File: src/rtl/bus_seq_pkg.sv
package bus_seq_pkg;

  // T-states of the sequencer
  typedef enum logic [3:0] {
    ST_TI, ST_T1, ST_T2, ST_TW, ST_T3, ST_T4, ST_T5, ST_T6, ST_TH
  } tstate_e;

  // Cycle kinds as presented on req_kind
  typedef enum logic [2:0] {
    CY_FETCH = 3'd0,
    CY_MRD   = 3'd1,
    CY_MWR   = 3'd2,
    CY_IORD  = 3'd3,
    CY_IOWR  = 3'd4
  } cyc_e;

  function automatic logic kind_ok(input logic [2:0] k);
    return k <= 3'd4;
  endfunction

  function automatic logic kind_reads(input cyc_e k);
    return (k == CY_FETCH) || (k == CY_MRD) || (k == CY_IORD);
  endfunction

  function automatic logic kind_writes(input cyc_e k);
    return (k == CY_MWR) || (k == CY_IOWR);
  endfunction

  function automatic logic kind_port(input cyc_e k);
    return (k == CY_IORD) || (k == CY_IOWR);
  endfunction

  // Two-bit status: fetch 11, read 10, write 01
  function automatic logic [1:0] status_of(input cyc_e k);
    if (k == CY_FETCH) return 2'b11;
    if (kind_writes(k)) return 2'b01;
    return 2'b10;
  endfunction

  // Final T-state of a cycle kind
  function automatic tstate_e final_state(input cyc_e k, input logic lng);
    if (k == CY_FETCH) return lng ? ST_T6 : ST_T4;
    return ST_T3;
  endfunction

  function automatic logic in_cycle(input tstate_e s);
    return (s != ST_TI) && (s != ST_TH);
  endfunction

  function automatic logic strobe_phase(input tstate_e s);
    return (s == ST_T2) || (s == ST_TW) || (s == ST_T3);
  endfunction

endpackage

File: src/rtl/bus_seq_fsm.sv
module bus_seq_fsm
  import bus_seq_pkg::*;
(
  input  logic       clk,
  input  logic       rst_n,
  input  logic       req_valid,
  input  logic [2:0] req_kind,
  input  cyc_e       kind_q,
  input  logic       long_q,
  input  logic       rdy_in,
  input  logic       hold_in,
  output tstate_e    state,
  output logic       take,
  output logic       ev_last,
  output logic       ev_wait
);

  tstate_e state_q, state_d, after_last;

  assign state   = state_q;
  assign take    = (state_q == ST_TI) && !hold_in && req_valid && kind_ok(req_kind);
  assign ev_last = in_cycle(state_q) && (state_q == final_state(kind_q, long_q));
  assign ev_wait = (state_q == ST_TW);

  // At the end of a cycle, the bus may be handed over at once
  assign after_last = hold_in ? ST_TH : ST_TI;

  always_comb begin
    state_d = state_q;
    unique case (state_q)
      ST_TI:        state_d = hold_in ? ST_TH : (take ? ST_T1 : ST_TI);
      ST_T1:        state_d = ST_T2;
      ST_T2, ST_TW: state_d = rdy_in ? ST_T3 : ST_TW;
      ST_T3:        state_d = ev_last ? after_last : ST_T4;
      ST_T4:        state_d = ev_last ? after_last : ST_T5;
      ST_T5:        state_d = ST_T6;
      ST_T6:        state_d = after_last;
      ST_TH:        state_d = hold_in ? ST_TH : ST_TI;
      default:      state_d = ST_TI;
    endcase
  end

  always_ff @(posedge clk or negedge rst_n) begin
    if (!rst_n) state_q <= ST_TI;
    else        state_q <= state_d;
  end

endmodule

File: src/rtl/bus_seq_reqreg.sv
module bus_seq_reqreg
  import bus_seq_pkg::*;
#(
  parameter int AW = 16,
  parameter int DW = 8
) (
  input  logic          clk,
  input  logic          rst_n,
  input  logic          take,
  input  logic [2:0]    req_kind,
  input  logic          req_long,
  input  logic [AW-1:0] req_addr,
  input  logic [DW-1:0] req_wdata,
  output cyc_e          kind_q,
  output logic          long_q,
  output logic [AW-1:0] addr_q,
  output logic [DW-1:0] wdata_q
);

  always_ff @(posedge clk or negedge rst_n) begin
    if (!rst_n) begin
      kind_q  <= CY_FETCH;
      long_q  <= 1'b0;
      addr_q  <= '0;
      wdata_q <= '0;
    end else if (take) begin
      kind_q  <= cyc_e'(req_kind);
      long_q  <= req_long;
      addr_q  <= req_addr;
      wdata_q <= req_wdata;
    end
  end

endmodule

File: src/rtl/bus_seq_pins.sv
module bus_seq_pins
  import bus_seq_pkg::*;
#(
  parameter int AW = 16,
  parameter int DW = 8
) (
  input  tstate_e          state,
  input  cyc_e             kind_q,
  input  logic [AW-1:0]    addr_q,
  input  logic [DW-1:0]    wdata_q,
  output logic [AW-DW-1:0] addr_hi_o,
  output logic [DW-1:0]    ad_o,
  output logic             ad_oe_o,
  output logic             ale_o,
  output logic             rd_n_o,
  output logic             wr_n_o,
  output logic             iom_o,
  output logic [1:0]       status_o,
  output logic             bus_oe_o,
  output logic             hlda_o
);

  localparam int AHW = AW - DW;

  logic             busy;
  logic             strb;
  logic [AHW-1:0]   port_hi;
  logic [AHW-1:0]   mem_hi;

  assign busy    = in_cycle(state);
  assign strb    = strobe_phase(state);
  assign port_hi = AHW'(addr_q[DW-1:0]);
  assign mem_hi  = addr_q[AW-1:DW];

  assign addr_hi_o = busy ? (kind_port(kind_q) ? port_hi : mem_hi) : '0;
  assign ale_o     = (state == ST_T1);
  assign ad_o      = ale_o ? addr_q[DW-1:0] : wdata_q;
  assign ad_oe_o   = ale_o || (strb && kind_writes(kind_q));
  assign rd_n_o    = !(strb && kind_reads(kind_q));
  assign wr_n_o    = !(strb && kind_writes(kind_q));
  assign iom_o     = busy && kind_port(kind_q);
  assign status_o  = busy ? status_of(kind_q) : 2'b00;
  assign hlda_o    = (state == ST_TH);
  assign bus_oe_o  = !hlda_o;

endmodule

File: src/rtl/bus_seq_rdcap.sv
module bus_seq_rdcap
  import bus_seq_pkg::*;
#(
  parameter int DW = 8
) (
  input  logic          clk,
  input  logic          rst_n,
  input  tstate_e       state,
  input  cyc_e          kind_q,
  input  logic          ev_last,
  input  logic [DW-1:0] ad_i,
  output logic [DW-1:0] rd_data_o,
  output logic          done_o
);

  logic grab;
  assign grab = (state == ST_T3) && kind_reads(kind_q);

  always_ff @(posedge clk or negedge rst_n) begin
    if (!rst_n) begin
      rd_data_o <= '0;
      done_o    <= 1'b0;
    end else begin
      done_o <= ev_last;
      if (grab) rd_data_o <= ad_i;
    end
  end

endmodule

File: src/rtl/mux_bus_seq.sv
module mux_bus_seq
  import bus_seq_pkg::*;
#(
  parameter int AW = 16,
  parameter int DW = 8
) (
  input  logic             clk,
  input  logic             rst_n,
  input  logic             req_valid,
  input  logic [2:0]       req_kind,
  input  logic             req_long,
  input  logic [AW-1:0]    req_addr,
  input  logic [DW-1:0]    req_wdata,
  output logic             req_ack_o,
  output logic             done_o,
  output logic [DW-1:0]    rd_data_o,
  input  logic             rdy_in,
  input  logic             hold_in,
  output logic             hlda_o,
  output logic [AW-DW-1:0] addr_hi_o,
  output logic [DW-1:0]    ad_o,
  output logic             ad_oe_o,
  input  logic [DW-1:0]    ad_i,
  output logic             ale_o,
  output logic             rd_n_o,
  output logic             wr_n_o,
  output logic             iom_o,
  output logic             s1_o,
  output logic             s0_o,
  output logic             bus_oe_o
);

  tstate_e       state;
  cyc_e          kind_q;
  logic          long_q;
  logic [AW-1:0] addr_q;
  logic [DW-1:0] wdata_q;
  logic [1:0]    status;

  // Named internal events, used by the checker
  logic take;
  logic ev_last;
  logic ev_wait;

  bus_seq_fsm u_fsm (
    .clk       (clk),
    .rst_n     (rst_n),
    .req_valid (req_valid),
    .req_kind  (req_kind),
    .kind_q    (kind_q),
    .long_q    (long_q),
    .rdy_in    (rdy_in),
    .hold_in   (hold_in),
    .state     (state),
    .take      (take),
    .ev_last   (ev_last),
    .ev_wait   (ev_wait)
  );

  bus_seq_reqreg #(.AW(AW), .DW(DW)) u_req (
    .clk       (clk),
    .rst_n     (rst_n),
    .take      (take),
    .req_kind  (req_kind),
    .req_long  (req_long),
    .req_addr  (req_addr),
    .req_wdata (req_wdata),
    .kind_q    (kind_q),
    .long_q    (long_q),
    .addr_q    (addr_q),
    .wdata_q   (wdata_q)
  );

  bus_seq_pins #(.AW(AW), .DW(DW)) u_pins (
    .state     (state),
    .kind_q    (kind_q),
    .addr_q    (addr_q),
    .wdata_q   (wdata_q),
    .addr_hi_o (addr_hi_o),
    .ad_o      (ad_o),
    .ad_oe_o   (ad_oe_o),
    .ale_o     (ale_o),
    .rd_n_o    (rd_n_o),
    .wr_n_o    (wr_n_o),
    .iom_o     (iom_o),
    .status_o  (status),
    .bus_oe_o  (bus_oe_o),
    .hlda_o    (hlda_o)
  );

  bus_seq_rdcap #(.DW(DW)) u_cap (
    .clk       (clk),
    .rst_n     (rst_n),
    .state     (state),
    .kind_q    (kind_q),
    .ev_last   (ev_last),
    .ad_i      (ad_i),
    .rd_data_o (rd_data_o),
    .done_o    (done_o)
  );

  assign req_ack_o = take;
  assign s1_o      = status[1];
  assign s0_o      = status[0];

endmodule

File: config.mk
export PLATFORM = sky130hd
export DESIGN_NAME = mux_bus_seq
export DESIGN_NICKNAME = d
export VERILOG_FILES = /design/src/rtl/bus_seq_pkg.sv /design/src/rtl/bus_seq_fsm.sv /design/src/rtl/bus_seq_reqreg.sv /design/src/rtl/bus_seq_pins.sv /design/src/rtl/bus_seq_rdcap.sv /design/src/rtl/mux_bus_seq.sv
export SDC_FILE = /design/constraint.sdc
export NUM_CORES = 1
export LEC_CHECK = 0
export CELL_PAD_IN_SITES_DETAIL_PLACEMENT = 2
export CELL_PAD_IN_SITES_GLOBAL_PLACEMENT = 2
export CORE_MARGIN = 4
export CORE_UTILIZATION = 29
export DETAILED_ROUTE_END_ITERATION = 8
export GPL_ROUTABILITY_DRIVEN = 0
export PLACE_DENSITY = 0.9
export SYNTH_ARGS = -nofsm -noshare
export SYNTH_HDL_FRONTEND = slang
export SYNTH_SLANG_ARGS = --single-unit
export TNS_END_PERCENT = 100
File: constraint.sdc
create_clock -name clk -period 3.2 [get_ports clk]
set_clock_uncertainty 0.1 [all_clocks]
set_input_delay 0.32 -clock clk [delete_from_list [all_inputs] [get_ports clk]]
set_output_delay 0.32 -clock clk [all_outputs]
set_load 0.02 [all_outputs]
==> out/summary.txt, run 1 <==
Status: finished clean
Comb pwr share: 50.3%
IO Pins: 76
First-pass GRT wire length: 10.0 mm
Port buffer count: 75
Critical Path Fanout Max: 13
Syn avg cell area: 11.7 um^2
Detailed Routing Iterations Pass 1: 4
Worst reg2reg path depth: 3
Total number of vias: 1676
Setup CP Type: register to output port
Clk buf depth: 2
Clock period minus worst slack: 2.77 ns
Total CTS buffers: 5
Crit path required time: 2.78 ns
Pin count of the biggest net entering global routing: 42
Antenna violations before repair: 0
Antenna Violating Nets Remaining: 0
Hold_buf cts: 0
Syn_nets: 217
Synthesis-to-finish area growth: 45.9%
Post-DP Area: 2910 um^2
Final design area excluding fillers: 3010 um^2
Wire per inst: 17.9 um
Slew HR: 37.6%
Crit end category: output port
Grt ovf: 0
Clock power share: 14.6%
RSZ-0062 raised after global routing: false
Worst Tran Pin Value: 0.936 ns
Seq cells post-synth: 41
Setup TNS: 0 ns
Core ar.: 6870 um^2
EDFF count, synth: 0
Ys async rst share: 100%
Reg2reg setup slack: 0.90 ns
P_leak: 0.00123 uW
Die H: 92.4 um
Pwr/cell area: 935 nW/um^2
Layout Nets: 290
Antenna Cells: 0
Setup violations, final: 0
Max Cap Viol: 0
Number of H-tree levels: 2
Total of cells resized after clock tree synthesis: 0
Ys flop type: dfrtp_1
Seq pwr share: 35.1%
Initial Utilization: 30.1%
Die Width: 92.4 um
Post-Syn Instances: 176
Synthesized area: 2070 um^2
Cell-internal power: 1710 uW
Drt first-iter violations: 54
Clock root buffer: clkbuf_8
Gr usage total: 14.9%
Die area: 8540 um^2
Reg2reg start: u_fsm.state[0]
Netlist cell types: 36
Synth warn: 0
Final Hold Violating Endpoints: 0
Ratio of cells with drive above 1 in the final layout: 24.9%
Row count: 30
Vias in the first global route: 1848
Vias/cell: 4.86
Setup Fix Bufs, Post-CTS: 0
Crit path DAT: 2.35 ns
Sw Share: 39.3%
Psw: 1110 uW
Clk slew on worst S/H paths: 0.08 ns
Worst r2r dst: u_cap.rd_data_o[6]
Tcrit/Tclk final: 86.7%
Sequential cell area fraction in the yosys report: 49.7%
Peak supply drop: 0.000358 V
CTS tree: yes
Wirelength, routed: 6.16 mm
HP Class: input pin to asynchronous set/reset pin
Setup crit start: u_fsm.state[2]
Final Max Tran Viols: 0
Drt drc: 0
Post-DP HPWL: 4.57 mm
Fmax achieved: 0.360 GHz
Clock latency on the worst-skew pair: 0.29 ns
Worst Setup Start Kind: register
Setup crit end: ad_oe_o
Clk sinks: 41
==> power by group through the flow <==
stage	Combinational (uW)	Sequential [uW]	Clock, uW
2_1_floorplan	907	875	0
3_3_place_gp	1390	966	0
3_5_place_dp	1430	992	0
4_1_cts	1450	986	423
5_1_grt	1540	1030	446
6_report	1420	989	410
==> sequential cells by signal, indices dropped and copies added (netlist names) <==
| register | flops |
|---|---|
| u_cap.done_o | 1 |
| u_req.addr_q | 16 |
| u_cap.rd_data_o | 8 |
| u_req.long_q | 1 |
| u_req.kind_q | 3 |
| u_req.wdata_q | 8 |
| u_fsm.state | 4 |
==> worst min path at each step <==
stage / start / endpoint / slack (ns) / cells past startpoint
after global routing: rst_n / u_cap.rd_data_o[0] / 0.16 / 1
after floorplan: rst_n / u_cap.done_o / -0.08 / 0
final: rst_n / u_cap.rd_data_o[0] / 0.07 / 1
after detailed placement: u_req.addr_q[15] / u_req.addr_q[15] / 0.40 / 1
after CTS: rst_n / u_cap.rd_data_o[1] / 0.11 / 1
after global placement: u_req.wdata_q[4] / u_req.wdata_q[4] / 0.38 / 1
==> cell type report <==
type	count	area [um^2]
fillers	705	3850
flip-flops and latches	41	1030
multi-input cells	118	973
repair buffers	79	776
well taps	96	120
clock buffers	5	68.8
clock inverters	2	35.0
inverters	4	15.0
==> worst max-delay path, stage by stage, from the launching register on <==
cell and delay [ns]:
dfrtp_1 0.58, or3b_2 0.48, a21oi_1 0.26, a21o_1 0.16
clkdlybuf4s50_1 0.59
==> synthesized netlist by cell type, drive strengths merged (2+ instances only) <==
| library cell | n | area (um^2) |
|---|---|---|
| mux2 | 44 | 495 |
| nor2 | 2 | 7.51 |
| nor4 | 2 | 12.5 |
| nand3 | 8 | 40.0 |
| a21oi | 11 | 55.1 |
| o21ai | 9 | 45.0 |
| buf | 7 | 28.8 |
| nand4b | 3 | 26.3 |
| nor3 | 2 | 15.0 |
| dfrtp | 41 | 1030 |
| inv | 4 | 15.0 |
| xnor2 | 2 | 17.5 |
| nand2 | 7 | 26.3 |
| clkbuf | 6 | 22.5 |
| or3b | 2 | 17.5 |
| nor3b | 2 | 15.0 |
| nor4b | 2 | 17.5 |
| o211ai | 2 | 15.0 |
| or3 | 2 | 12.5 |
| nand2b | 4 | 25.0 |
| a211oi | 2 | 27.5 |
==> through the flow <==
step	hold WS [ns]	utilization [%]	setup slack, ns	std cells	total power [uW]
floorplan	-0.0756	-	1.10	176	1780
global placement	0.383	42.4	0.815	338	2350
detailed placement	0.396	42.4	0.740	338	2430
CTS	0.108	43.9	0.415	345	2850
global route	0.156	43.9	0.240	345	3010
finish	0.0655	43.9	0.425	345	2820
==> cell usage in the layout (no fill, tap or decap), types with 2 or more instances in the layout <==
cell type,n
nor4b_1,2
nor2_1,2
nor4_1,2
clkbuf_8,5
o211ai_1,2
nand3_1,8
clkdlybuf4s50_1,74
xnor2_1,2
inv_1,4
nand2_1,7
or3b_2,2
nand2b_1,4
mux2_2,44
dfrtp_1,41
nand4b_1,3
o21ai_0,9
buf_4,4
nor3b_1,2
a21oi_1,11
or3_1,2
==> cell families (layout without fill, tap and decap cells) <==
| logic type | Yosys count | after routing | synth area share (%) |
|---|---|---|---|
| buf+inv | 17 | 90 | 3.21 |
| mux | 45 | 45 | 24.5 |
| compound gates | 30 | 30 | 9.33 |
| simple gates | 41 | 41 | 12.5 |
| flops | 41 | 41 | 49.7 |
| xor+xnor | 2 | 2 | 0.848 |
==> layer usage <==
layer / GRT usage [%] / vias up / routed length (um)
met4: 3.96 / 0 / 49
met3: 2.92 / 4 / 215
met1: 19.1 / 853 / 2740
met5: 0 / - / 0
met2: 25.7 / 37 / 3160
li1: - / 782 / -
No activity file was read; power rests on OpenSTA's default activity.
==> inputs of run 2 (changes only) <==
--- a/config.mk
+++ b/config.mk
@@ -11,7 +11,8 @@
 export CORE_UTILIZATION = 29
 export DETAILED_ROUTE_END_ITERATION = 8
 export GPL_ROUTABILITY_DRIVEN = 0
-export PLACE_DENSITY = 0.9
+export HOLD_SLACK_MARGIN = 0.06
+export PLACE_DENSITY_LB_ADDON = 0.2
 export SYNTH_ARGS = -nofsm -noshare
 export SYNTH_HDL_FRONTEND = slang
 export SYNTH_SLANG_ARGS = --single-unit
==> run 2 against run 1 <==
Final area decreased by 0.54%. Highest routed layer unchanged. Flip-flop and latch count unchanged. Count of clock-buffer cells in the layout increased by 1. Register-to-register slack improved by 0.06 ns. Via count decreased by 0.48%.
==> out/summary.txt, run 2 (same netlist as run 1, synthesis figures left out) <==
Fill cells: 715 (was 705)
Grt met1 use: 17.3% (was 19.1%)
Worst reg2reg path depth: 3 (unchanged)
Top reg by flops: u_req.addr_q (unchanged)
Grt ovf: 0 (unchanged)
Die H: 92.4 um (unchanged)
Post-DP HPWL: 4.36 mm (was 4.57 mm)
Worst hold-check slack: 0.0689 ns (was 0.0655 ns)
Crit path DAT: 2.37 ns (was 2.35 ns)
Commonest non-fill, non-tap cell in the layout: clkdlybuf4s50_1 (unchanged)
Clock period minus worst slack: 2.79 ns (was 2.77 ns)
Total Power: 2730 uW (was 2820 uW)
Critical Path Fanout Max: 13 (unchanged)
Pwr/cell area: 910 nW/um^2 (was 935 nW/um^2)
Total of cells resized after clock tree synthesis: 0 (unchanged)
Setup violations, final: 0 (unchanged)
Layout Nets: 290 (unchanged)
Peak supply drop: 0.000365 V (was 0.000358 V)
Clk slew on worst S/H paths: 0.08 ns (about the same)
Setup CP Type: register to output port (unchanged)
Reg2reg setup slack: 0.96 ns (was 0.90 ns)
Crit path required time: 2.78 ns (about the same)
Worst r2r dst: u_cap.rd_data_o[6] (unchanged)
Die area: 8540 um^2 (unchanged)
Detailed Routing Iterations Pass 1: 4 (unchanged)
Gr usage total: 14.3% (was 14.9%)
RSZ-0062 raised after global routing: false (unchanged)
Wire per inst: 17.1 um (was 17.9 um)
Met3 Track Usage GR: 4.47% (was 2.92%)
Clock latency on the worst-skew pair: 0.29 ns (about the same)
Slew HR: 37.2% (was 37.6%)
First-pass GRT wire length: 9.62 mm (was 10.0 mm)
Reg2reg start: u_fsm.state[0] (unchanged)
Port buffer count: 75 (unchanged)
Setup Fix Bufs, Post-CTS: 0 (unchanged)
Antenna Violating Nets Remaining: 0 (unchanged)
Total number of vias: 1668 (was 1676)
CTS tree: yes (unchanged)
Antenna Cells: 0 (unchanged)
Met2 Usage GRT: 24.7% (was 25.7%)
Fmax achieved: 0.358 GHz (was 0.360 GHz)
Clk buf depth: 2 (unchanged)
Die Width: 92.4 um (unchanged)
Drt first-iter violations: 29 (was 54)
Initial Utilization: 30.1% (unchanged)
IO Pins: 76 (unchanged)
Worst Tran Pin Value: 0.942 ns (was 0.936 ns)
Max Cap Viol: 0 (unchanged)
Tcrit/Tclk final: 87.3% (was 86.7%)
Status: finished clean (unchanged)
Commonest non-fill, non-tap cells in the layout: clkdlybuf4s50_1 (74), mux2_2 (44), dfrtp_1 (41) (unchanged)
Final Hold Violating Endpoints: 0 (unchanged)
Core ar.: 6870 um^2 (unchanged)
Wirelength, routed: 5.92 mm (was 6.16 mm)
Clock root buffer: clkbuf_8 (unchanged)
Hold_buf cts: 0 (unchanged)
Number of H-tree levels: 2 (unchanged)
Top flop regs: u_req.addr_q: 16 flops, u_cap.rd_data_o: 8 flops, u_req.wdata_q: 8 flops (unchanged)
Synthesis-to-finish area growth: 45.1% (was 45.9%)
Busiest metal layer after global routing: met2 (unchanged)
Vias/cell: 4.82 (was 4.86)
Clk sinks: 41 (unchanged)
Ratio of cells with drive above 1 in the final layout: 24.8% (was 24.9%)
Row count: 30 (unchanged)
Setup TNS: 0 ns (unchanged)
Total CTS buffers: 5 (unchanged)
Pin count of the biggest net entering global routing: 42 (unchanged)
P_leak: 0.00121 uW (was 0.00123 uW)
Final Max Tran Viols: 0 (unchanged)
HP Class: input pin to asynchronous set/reset pin (unchanged)
Vias in the first global route: 1811 (was 1848)
Max FFs per register: 16 (unchanged)
Crit end category: output port (unchanged)
Antenna violations before repair: 0 (unchanged)
Worst Setup Start Kind: register (unchanged)
Drt drc: 0 (unchanged)
run 2: per-stage QoR:
stage,utilization (%),instance area (um^2),instances,setup WS (ns)
finish,43.6,3000,346,0.407
global route,43.6,3000,346,0.239
CTS,43.6,3000,346,0.385
detailed placement,42.4,2910,338,0.716
global placement,42.4,2910,338,0.801
floorplan,-,2070,176,1.10
run 2: worst max path at each step:
stage	start	to	slack, ns
5_1_grt	u_fsm.state[2]	ad_oe_o	0.24
2_1_floorplan	u_fsm.state[2]	ad_o[0]	1.10
3_5_place_dp	u_fsm.state[2]	ad_oe_o	0.72
3_3_place_gp	u_fsm.state[1]	ad_o[7]	0.80
6_report	u_fsm.state[0]	ad_oe_o	0.41
4_1_cts	u_fsm.state[0]	ad_oe_o	0.39
run 2: where the power goes:
part | internal (uW) | switching (uW) | total (uW)
combinational | 744 | 658 | 1400
clock | 154 | 189 | 343
sequential | 740 | 243 | 983
total | 1640 | 1090 | 2730
run 2: critical path: stages, from the launching register on:
cell and delay [ns]:
dfrtp_1 0.52, or3b_2 0.53, a21oi_1 0.27, a21o_1 0.16, clkdlybuf4s50_1 0.60
run 2: cell type report:
type                       instances  area, um^2  area share [%]
sequential                        41        1030            34.2
clock buffer                       6        72.6            2.42
timing repair buffer              79         776            25.9
multi-input combinational        118         973            32.5
tap                               96         120            4.01
inverter                           4        15.0           0.501
clock inverter                     2        15.0           0.501
run 2: per-layer routing:
| layer | share of wire, % | wire length [um] | vias to the layer above |
|---|---|---|---|
| li1 | - | - | 775 |
| met1 | 42 | 2470 | 845 |
| met2 | 51 | 3020 | 46 |
| met3 | 6.8 | 404 | 2 |
| met4 | 0.49 | 29 | 0 |
| met5 | 0 | 0 | - |
